===== src/rtl/gpx_pkg.sv =====
package gpx_pkg;
    localparam int GPX_W  = 8;
    localparam int GPX_AW = 8;

    localparam logic [GPX_AW-1:0] A_IDCTL = 8'h01;
    localparam logic [GPX_AW-1:0] A_DIR   = 8'h03;
    localparam logic [GPX_AW-1:0] A_OUT   = 8'h05;
    localparam logic [GPX_AW-1:0] A_FLOAT = 8'h07;
    localparam logic [GPX_AW-1:0] A_DFLT  = 8'h09;
    localparam logic [GPX_AW-1:0] A_PEN   = 8'h0B;
    localparam logic [GPX_AW-1:0] A_PSEL  = 8'h0D;
    localparam logic [GPX_AW-1:0] A_LEVEL = 8'h0F;
    localparam logic [GPX_AW-1:0] A_MASK  = 8'h11;

    localparam logic [2:0] VENDOR_CODE = 3'b101;

    typedef struct packed {
        logic [GPX_W-1:0] dir;
        logic [GPX_W-1:0] outv;
        logic [GPX_W-1:0] flt;
        logic [GPX_W-1:0] dflt;
        logic [GPX_W-1:0] pen;
        logic [GPX_W-1:0] psel;
        logic [GPX_W-1:0] mask;
        logic             rflag;
    } gpx_regs_t;

    localparam gpx_regs_t GPX_RST = '{
        dir:   '0,
        outv:  '0,
        flt:   '1,
        dflt:  '0,
        pen:   '1,
        psel:  '1,
        mask:  '1,
        rflag: 1'b1
    };
endpackage


===== src/rtl/gpx_sync.sv =====
module gpx_sync #(
    parameter int W      = 8,
    parameter int STAGES = 2
) (
    input  logic         clk,
    input  logic         rst_n,
    input  logic [W-1:0] din,
    output logic [W-1:0] dout
);
    logic [W-1:0] stage_q [STAGES];

    generate
        for (genvar s = 0; s < STAGES; s++) begin : g_stage
            logic [W-1:0] stage_d;
            if (s == 0) begin : g_first
                assign stage_d = din;
            end else begin : g_next
                assign stage_d = stage_q[s-1];
            end
            always_ff @(posedge clk or negedge rst_n) begin
                if (!rst_n) stage_q[s] <= '0;
                else        stage_q[s] <= stage_d;
            end
        end
    endgenerate

    assign dout = stage_q[STAGES-1];
endmodule


===== src/rtl/gpx_pin_drive.sv =====
module gpx_pin_drive #(
    parameter int W = 8
) (
    input  logic         clk,
    input  logic         rst_n,
    input  logic [W-1:0] dir,
    input  logic [W-1:0] outv,
    input  logic [W-1:0] flt,
    input  logic [W-1:0] pen,
    input  logic [W-1:0] psel,
    output logic [W-1:0] oe,
    output logic [W-1:0] ov,
    output logic [W-1:0] pu,
    output logic [W-1:0] pd
);
    generate
        for (genvar i = 0; i < W; i++) begin : g_pin
            logic is_in;
            assign is_in = ~dir[i];
            assign oe[i] = dir[i] & ~flt[i];
            assign ov[i] = outv[i];
            assign pu[i] = is_in & pen[i] &  psel[i];
            assign pd[i] = is_in & pen[i] & ~psel[i];
        end
    endgenerate

    AST_PULL_EXCLUSIVE: assert property (@(posedge clk) disable iff (!rst_n)
        (pu & pd) == '0);
    AST_NO_PULL_WHEN_DRIVEN: assert property (@(posedge clk) disable iff (!rst_n)
        ((pu | pd) & oe) == '0);
    AST_FLOAT_STOPS_DRIVE: assert property (@(posedge clk) disable iff (!rst_n)
        (oe & flt) == '0);
endmodule


===== src/rtl/gpx_regfile.sv =====
module gpx_regfile
    import gpx_pkg::*;
#(
    parameter logic [2:0] REV_CODE = 3'd2
) (
    input  logic              clk,
    input  logic              rst_n,
    input  logic [GPX_AW-1:0] addr,
    input  logic [GPX_W-1:0]  wdata,
    input  logic              wr,
    input  logic              rd,
    input  logic [GPX_W-1:0]  level,
    output gpx_regs_t         regs,
    output logic [GPX_W-1:0]  rdata
);
    typedef struct packed {
        gpx_regs_t        r;
        logic [GPX_W-1:0] rdata;
    } gpx_state_t;

    gpx_state_t st_d, st_q;
    logic       mapped;

    always_comb begin
        st_d   = st_q;
        mapped = 1'b1;
        if (rd) begin
            unique case (addr)
                A_IDCTL: st_d.rdata = {VENDOR_CODE, REV_CODE, st_q.r.rflag, 1'b0};
                A_DIR:   st_d.rdata = st_q.r.dir;
                A_OUT:   st_d.rdata = st_q.r.outv;
                A_FLOAT: st_d.rdata = st_q.r.flt;
                A_DFLT:  st_d.rdata = st_q.r.dflt;
                A_PEN:   st_d.rdata = st_q.r.pen;
                A_PSEL:  st_d.rdata = st_q.r.psel;
                A_LEVEL: st_d.rdata = level;
                A_MASK:  st_d.rdata = st_q.r.mask;
                default: begin
                    st_d.rdata = '0;
                    mapped     = 1'b0;
                end
            endcase
            if (addr == A_IDCTL) st_d.r.rflag = 1'b0;
        end
        if (wr) begin
            unique case (addr)
                A_IDCTL: if (wdata[0]) st_d.r = GPX_RST;
                A_DIR:   st_d.r.dir  = wdata;
                A_OUT:   st_d.r.outv = wdata;
                A_FLOAT: st_d.r.flt  = wdata;
                A_DFLT:  st_d.r.dflt = wdata;
                A_PEN:   st_d.r.pen  = wdata;
                A_PSEL:  st_d.r.psel = wdata;
                A_MASK:  st_d.r.mask = wdata;
                default: ;
            endcase
        end
    end

    always_ff @(posedge clk or negedge rst_n) begin
        if (!rst_n) st_q <= '{r: GPX_RST, rdata: '0};
        else        st_q <= st_d;
    end

    assign regs  = st_q.r;
    assign rdata = st_q.rdata;

    AST_FLAG_CLEARS_ON_READ: assert property (@(posedge clk) disable iff (!rst_n)
        (rd && addr == A_IDCTL && !(wr && addr == A_IDCTL)) |=> !regs.rflag);
    AST_SOFT_RESET: assert property (@(posedge clk) disable iff (!rst_n)
        (wr && addr == A_IDCTL && wdata[0]) |=> (regs == GPX_RST));
    AST_UNMAPPED_READ_ZERO: assert property (@(posedge clk) disable iff (!rst_n)
        (rd && !mapped) |=> (rdata == '0));
    AST_RDATA_HOLDS: assert property (@(posedge clk) disable iff (!rst_n)
        !rd |=> $stable(rdata));
    AST_ID_LOW_BIT_ZERO: assert property (@(posedge clk) disable iff (!rst_n)
        (rd && addr == A_IDCTL) |=> (rdata[0] == 1'b0 && rdata[7:5] == VENDOR_CODE));
endmodule


===== src/rtl/gpio_expander_regs.sv =====
module gpio_expander_regs
    import gpx_pkg::*;
#(
    parameter logic [2:0] REV_CODE    = 3'd2,
    parameter int         SYNC_STAGES = 2
) (
    input  logic        clk,
    input  logic        rst_n,
    input  logic [7:0]  reg_addr,
    input  logic [7:0]  reg_wdata,
    input  logic        reg_wr,
    input  logic        reg_rd,
    output logic [7:0]  reg_rdata,
    input  logic [7:0]  pin_in,
    output logic [7:0]  pin_oe,
    output logic [7:0]  pin_out,
    output logic [7:0]  pin_pu,
    output logic [7:0]  pin_pd,
    output logic [7:0]  irq_mask_o,
    output logic [7:0]  irq_dflt_o
);
    gpx_regs_t        regs;
    logic [GPX_W-1:0] level;

    gpx_sync #(.W(GPX_W), .STAGES(SYNC_STAGES)) u_sync (
        .clk  (clk),
        .rst_n(rst_n),
        .din  (pin_in),
        .dout (level)
    );

    gpx_regfile #(.REV_CODE(REV_CODE)) u_regs (
        .clk  (clk),
        .rst_n(rst_n),
        .addr (reg_addr),
        .wdata(reg_wdata),
        .wr   (reg_wr),
        .rd   (reg_rd),
        .level(level),
        .regs (regs),
        .rdata(reg_rdata)
    );

    gpx_pin_drive #(.W(GPX_W)) u_drive (
        .clk  (clk),
        .rst_n(rst_n),
        .dir  (regs.dir),
        .outv (regs.outv),
        .flt  (regs.flt),
        .pen  (regs.pen),
        .psel (regs.psel),
        .oe   (pin_oe),
        .ov   (pin_out),
        .pu   (pin_pu),
        .pd   (pin_pd)
    );

    assign irq_mask_o = regs.mask;
    assign irq_dflt_o = regs.dflt;

    AST_OE_NEEDS_OUTPUT_DIR: assert property (@(posedge clk) disable iff (!rst_n)
        (pin_oe & ~regs.dir) == '0);
endmodule


===== config.mk =====
export PLATFORM = sky130hd
export DESIGN_NAME = gpio_expander_regs
export DESIGN_NICKNAME = d
export VERILOG_FILES = /design/src/rtl/gpx_pkg.sv /design/src/rtl/gpx_sync.sv /design/src/rtl/gpx_pin_drive.sv /design/src/rtl/gpx_regfile.sv /design/src/rtl/gpio_expander_regs.sv
export SDC_FILE = /design/constraint.sdc
export NUM_CORES = 1
export LEC_CHECK = 0
export BUFFER_PORTS_ARGS = -buffer_cell sky130_fd_sc_hd__buf_2
export CAP_MARGIN = 40
export CORE_MARGIN = 4
export CORE_UTILIZATION = 55
export CTS_BUF_LIST = sky130_fd_sc_hd__clkbuf_4 sky130_fd_sc_hd__clkbuf_8 sky130_fd_sc_hd__clkbuf_16
export DETAILED_ROUTE_END_ITERATION = 10
export MAX_ROUTING_LAYER = met4
export PLACE_DENSITY_LB_ADDON = 0.12
export SLEW_MARGIN = 40
export SYNTH_ARGS = -nofsm -noshare
export SYNTH_HDL_FRONTEND = slang
export SYNTH_SLANG_ARGS = --single-unit

===== constraint.sdc =====
create_clock -name clk -period 2.45 [get_ports clk]
set_input_delay 0.245 -clock clk [delete_from_list [all_inputs] [get_ports clk]]
set_output_delay 0.245 -clock clk [all_outputs]
set_load 0.03 [all_outputs]

==> metrics, run 1 <==
max incr delay on CP=~0.56 ns; # diodes=0; Slowest cell on crit path=or4b_4; CORE AREA=0.00687 mm^2; Pins Over Slew Limit=0; Total GRT Usage=26.5%; Max FO, Critical Path=9; min Tclk post-route=1.84 ns; proportion of synthesized area in mux cells=5.52%; CTS tree=built; Synth Area in Adders=0%; period utilization=about 75%; 1st-iter DRT viols=191; sequential cell fraction of total power=51.4%; vias in the first global route=slightly above 3,000; measured slew at the worst slew-check pin=0.748 ns; IO buf count=between 80 and 90; nets=431; cell count after synthesis=331; drc violations=0; main combinational cell family by area after synthesis=compound AO/OA/AOI/OAI gates; Post-Synth Simple-Gate Area=13.7%; die width=92.7 um; setup repair after global routing missed its margin=no; maximum VDD drop=around 330 uV; Hold Path Class=in2reg; Peak Freq=544 MHz; sw frac=29.0%; WL final=10,400 um; largest net degree at the start of global routing=82; Final GP Congestion=0.962; CP endpoint kind=flop; post-route insts no fill=504; Placed Instances=479; Distinct cells, synth=between 50 and 60; Synth top area share=between 30% and 40%; post-DR vias/cell=6.13; final setup fails=0; Place WS=roughly 0.31 ns; WP data required=2.75 ns; ys flop type=dfrtp_1; FF-to-FF path depth=5; PD cells=661 mW/mm^2; share of layout cells above drive strength 1=38.7%; Cells on Worst Hold Path=2; CTS root buffer=clkbuf_8; final hold violations=0; DIE AREA=between 0.008 and 0.009 mm^2; Clock Skew=0.00396 ns; power share of the clock group=33.4%; first-pass GRT wire length=16,800 um; Arrival @ worst endpoint=approximately 2.1 ns; post-synth net total=359; H-tree depth=3; via count=3,092; maximum root-to-sink buffer count=2; post-detailed-route count of antenna-violating nets=0; postcts setup bufs=0; post-synthesis sequential area ratio=52.4%; FP Rows=30; sw power=0.000878 W; Crit Path Category=in2reg; Die Y=92.7 um; area leader, netlist=dfrtp_1; leakage=2.11 nW; TNS Setup=0 ns; clock latency on the worst-skew pair=0.36 ns; status=finished clean; synthesized area per cell=11.9 um^2; Layout area overhead=16.1%; P_int=0.00215 W; Commonest cells post-synth=dfrtp_1, dfstp_2, o22a_1, buf_4, a22o_1; CTS sink count=81; startpoint types=input pin; Synth async-reset ratio=100%; post-DP HPWL=7180 um; initial antenna violation count=0; Pre-antenna DRT Iters=4; synth top area cells=dfrtp_1, dfstp_2, o22a_1, a22o_1, buf_4; Yosys reg bits=~80; CP cell instances=buf_2 -> or4b_4 -> nor2_4 -> nand3_1 -> nor3_4 -> a22o_1; max_slew headroom=50.1%; XOR/XNOR Fraction of Synth Area=0%; Comb pwr share=15.2%; DR WL/cell=roughly 21 um; IO Pins=84; Synth Area in Compound Gates=21.5%; Hold Buf Count CTS=9; mapped cell area=0.00395 mm^2; CTS Buf Count=9; Post-synth EDFFs=0; count leader, synth=dfrtp_1; CTS resizes=0; number of max-cap violations=0; Worst-path clk slew=0.09 ns; min setup slack post-route=0.611 ns; Initial Utilization=57.4%; grt ovf=0; Syn. warnings=0
==> cell usage in the layout, fill, tap and decap left out, drive strengths merged, types with 10 or more instances in the layout <==
| cell | instances |
|---|---|
| clkbuf | 10 |
| nor2b | 10 |
| buf | 90 |
| dfrtp | 48 |
| a21oi | 16 |
| a22o | 24 |
| dfstp | 33 |
| o2bb2ai | 10 |
| mux2i | 15 |
| nor2 | 10 |
| nand3 | 10 |
| o22a | 26 |
| nand2 | 11 |
==> cells by family (layout without fill, tap and decap cells) <==
family,after synthesis,count (layout)
AOI/OAI and AO/OA,107,107
buffers and inverters,43,120
DFF,81,81
muxes,21,21
and+or+nand+nor,79,79
==> sequential cells by signal (all words and copies together), names as in the netlist <==
register / flops
u_regs.regs: 57
u_sync.g_stage.stage_d: 8
u_regs.rdata: 8
u_sync.dout: 8
==> worst max-delay path: cells and delay by family <==
family                 cells  cell delay [ns]
AO/OA/AOI/OAI              1             0.22
buffers and inverters      1             0.12
AND/OR/NAND/NOR            4             1.56
==> power groups by stage <==
stage / Sequential (W) / Combinational [W] / Clock (W)
after floorplan: 0.00155 / 0.000339 / 0
after global placement: 0.00158 / 0.000444 / 0
after detailed placement: 0.00158 / 0.000451 / 0
after CTS: 0.00156 / 0.000463 / 0.00103
after global routing: 0.00157 / 0.000497 / 0.00109
final: 0.00156 / 0.000461 / 0.00101
==> through the flow <==
stage / util [%] / area (um^2) / hold slack, ns / power, W
final: 66.7 / 4580 / 0.198 / 0.00303
after CTS: 66.7 / 4580 / 0.183 / 0.00305
after detailed placement: 62.4 / 4290 / 0.323 / 0.00203
after global placement: 62.4 / 4280 / 0.331 / 0.00202
after global routing: 66.7 / 4580 / 0.203 / 0.00315
after floorplan: - / 3950 / -0.0506 / 0.00189
==> routing by layer <==
layer	global-route usage, %	wire [um]	up-vias
met5	-	0	-
met4	9.40	205	0
met3	5.36	724	21
met2	40.7	5150	128
met1	35.3	4340	1563
li1	-	-	1380
==> path summary, 6_finish.rpt <==
kind                                              start         endpoint  slack [ns]
max                                         reg_addr[7]  u_regs.regs[55]        0.61
max in group asynchronous                         rst_n  u_regs.rdata[6]        1.49
min reg2reg                u_sync.g_stage[1].stage_d[1]   u_sync.dout[1]        0.35
max reg2reg                              u_sync.dout[1]  u_regs.rdata[1]        0.93
min                                        reg_wdata[5]  u_regs.regs[22]        0.20
min in group asynchronous                         rst_n   u_sync.dout[4]        0.48
==> cell type report <==
class / instances / area (um^2)
flip-flops and latches: 81 / 2070
repair buffers: 99 / 564
clock inverters: 6 / 65.1
inverters: 5 / 18.8
fillers: 586 / 2290
multi-input cells: 207 / 1610
well taps: 96 / 120
clock buffers: 10 / 138
(Power assumes the default switching activity.)
==> run 2, diff against run 1 <==
- CORE_UTILIZATION: 55 -> 54
- clock period: 2.45 -> 1.8 ns (I/O delays scaled with it)
==> run 2 against run 1 <==
Via count is 2.9% higher. Flip-flop and latch count stayed put. Global-route usage is 1.2 points higher. Non-clock buffer count is 31 higher. Critical path type is now reg2out. Critical endpoint is now pin_pd[1].
==> metrics, run 2 (same netlist as run 1, synthesis figures left out) <==
initial antenna violation count=0; largest net degree at the start of global routing=32; Worst-path clk slew=0.09 ns; setup repair after global routing missed its margin=no; leakage=2.27 nW; Comb pwr share=15.7%; Reg2Reg Setup Slack=0.28 ns; DR WL/cell=20.8 um; Final GP Congestion=0.936; WL final=11,100 um; grt ovf=0; sw frac=approximately 28%; power share of the clock group=34.8%; P_int=0.00308 W; H-tree depth=3; post-detailed-route count of antenna-violating nets=0; IO Pins=84; CTS tree=built; Total GRT Usage=between 20% and 30%; Seq. cell area=around 0.0021 mm^2; CORE AREA=~0.007 mm^2; Layout area overhead=23.0%; max incr delay on CP=0.57 ns; postcts setup bufs=0; clock latency on the worst-skew pair=0.36 ns; number of max-cap violations=0; post-route insts no fill=535; Crit Path Category=reg2out; Max FO, Critical Path=4; Die Y=around 93 um; Arrival @ worst endpoint=1.35 ns; startpoint types=flop; IO buf count=83; most frequent cells in the layout=buf_2, dfrtp_1, buf_4, dfstp_2, o22a_1; WP buf/inv=1; CTS Buf Count=9; measured slew at the worst slew-check pin=0.451 ns; die width=between 90 and 100 um; maximum root-to-sink buffer count=2; status=finished clean; worst hold margin=0.145 ns; Peak Freq=653 MHz; Multi-input gate area=0.00161 mm^2; Pins Over Slew Limit=0; via count=3,183; first-pass GRT wire length=17,800 um; PD cells=about 880 mW/mm^2; sequential cell fraction of total power=49.4%; CP cell instances=nor3b_1 -> buf_2; final setup fails=0; max_slew headroom=69.9%; nets=462; Clock Skew=0.0114 ns; min Tclk post-route=1.53 ns; vias in the first global route=about 3,200; post-DP HPWL=roughly 8000 um; # diodes=0; Initial Utilization=56.8%; period utilization=85.1%; share of layout cells above drive strength 1=43.1%; final hold violations=0; sw power=about 0.0012 W; PnR Total Power=0.00428 W; 1st-iter DRT viols=210; DIE AREA=0.00874 mm^2; FP Rows=30; most common cell after layout, fill and taps aside=buf_2; Pre-antenna DRT Iters=4; CP endpoint kind=output pin; maximum VDD drop=593 uV; post-DR vias/cell=5.95; CTS root buffer=clkbuf_8; Crit path max-delay family=flip-flops; filler cell count=553; Hold Path Class=in2reg; WP data required=1.62 ns; flip-flop count of the largest register after layout=57; drc violations=0; CTS sink count=81; Slowest cell on crit path=dfstp_2; Placed Instances=510
==> run 2: changes by cell type in the layout (fill, tap and decap cells not counted), sizes merged <==
cell / before / now
buf: 90 / 121
inv: 6 / 5
clkinv: 3 / 1
clkinvlp: 1 / 3
bufinv: 1 / 2
==> run 2: worst paths after layout <==
| path | startpoint | endpoint | depth (start not counted) |
|---|---|---|---|
| min reg2reg | u_sync.g_stage[1].stage_d[6] | u_sync.dout[6] | 0 |
| min | reg_wdata[2] | u_regs.regs[19] | 2 |
| max in group asynchronous | rst_n | u_regs.regs[7] | 3 |
| max | u_regs.regs[18] | pin_pd[1] | 2 |
| max reg2reg | u_regs.regs[18] | u_regs.rdata[1] | 5 |
| min in group asynchronous | rst_n | u_sync.g_stage[1].stage_d[5] | 2 |
==> run 2: power by group through the flow <==
stage	Clock (W)	Combinational [W]	Sequential (W)
floorplan	0	0.000462	0.00211
global placement	0	0.000649	0.00214
detailed placement	0	0.000659	0.00215
CTS	0.00149	0.000679	0.00211
global route	0.00160	0.000728	0.00213
finish	0.00149	0.000674	0.00212
==> run 2: cell type report <==
cell class	count	share of cell area (%)
clock buffers	10	2.71
clock inverters	6	1.88
inverters	5	0.387
multi-input cells	207	33.1
flip-flops and latches	81	42.6
well taps	96	2.47
repair buffers	130	16.9
==> run 2: metal layers <==
metal,global-route usage [%],share of wire [%],routed length (um),vias to the layer above
met5,-,0,0,-
met4,11.8,2.2,241,0
met3,3.46,6.8,758,20
met2,42.2,49,5450,124
met1,37.6,42,4650,1590
li1,-,-,-,1449
==> run 2: through the flow <==
| stage | setup TNS [ns] | util (%) | worst slack [ns] | cell area (um^2) |
|---|---|---|---|---|
| global route | 0 | 69.9 | 0.202 | 4850 |
| global placement | -0.475 | 65.4 | -0.0815 | 4540 |
| finish | 0 | 69.9 | 0.267 | 4850 |
| detailed placement | -0.446 | 65.4 | -0.0821 | 4540 |
| CTS | 0 | 69.9 | 0.260 | 4850 |
| floorplan | 0 | - | 0.156 | 3950 |
==> run 2: what timing repair did <==
| action | in CTS | in global routing |
|---|---|---|
| hold buffers | 9 | 0 |
| endpoints found under the hold margin | 25 | 0 |
| resized for setup | 0 | 0 |
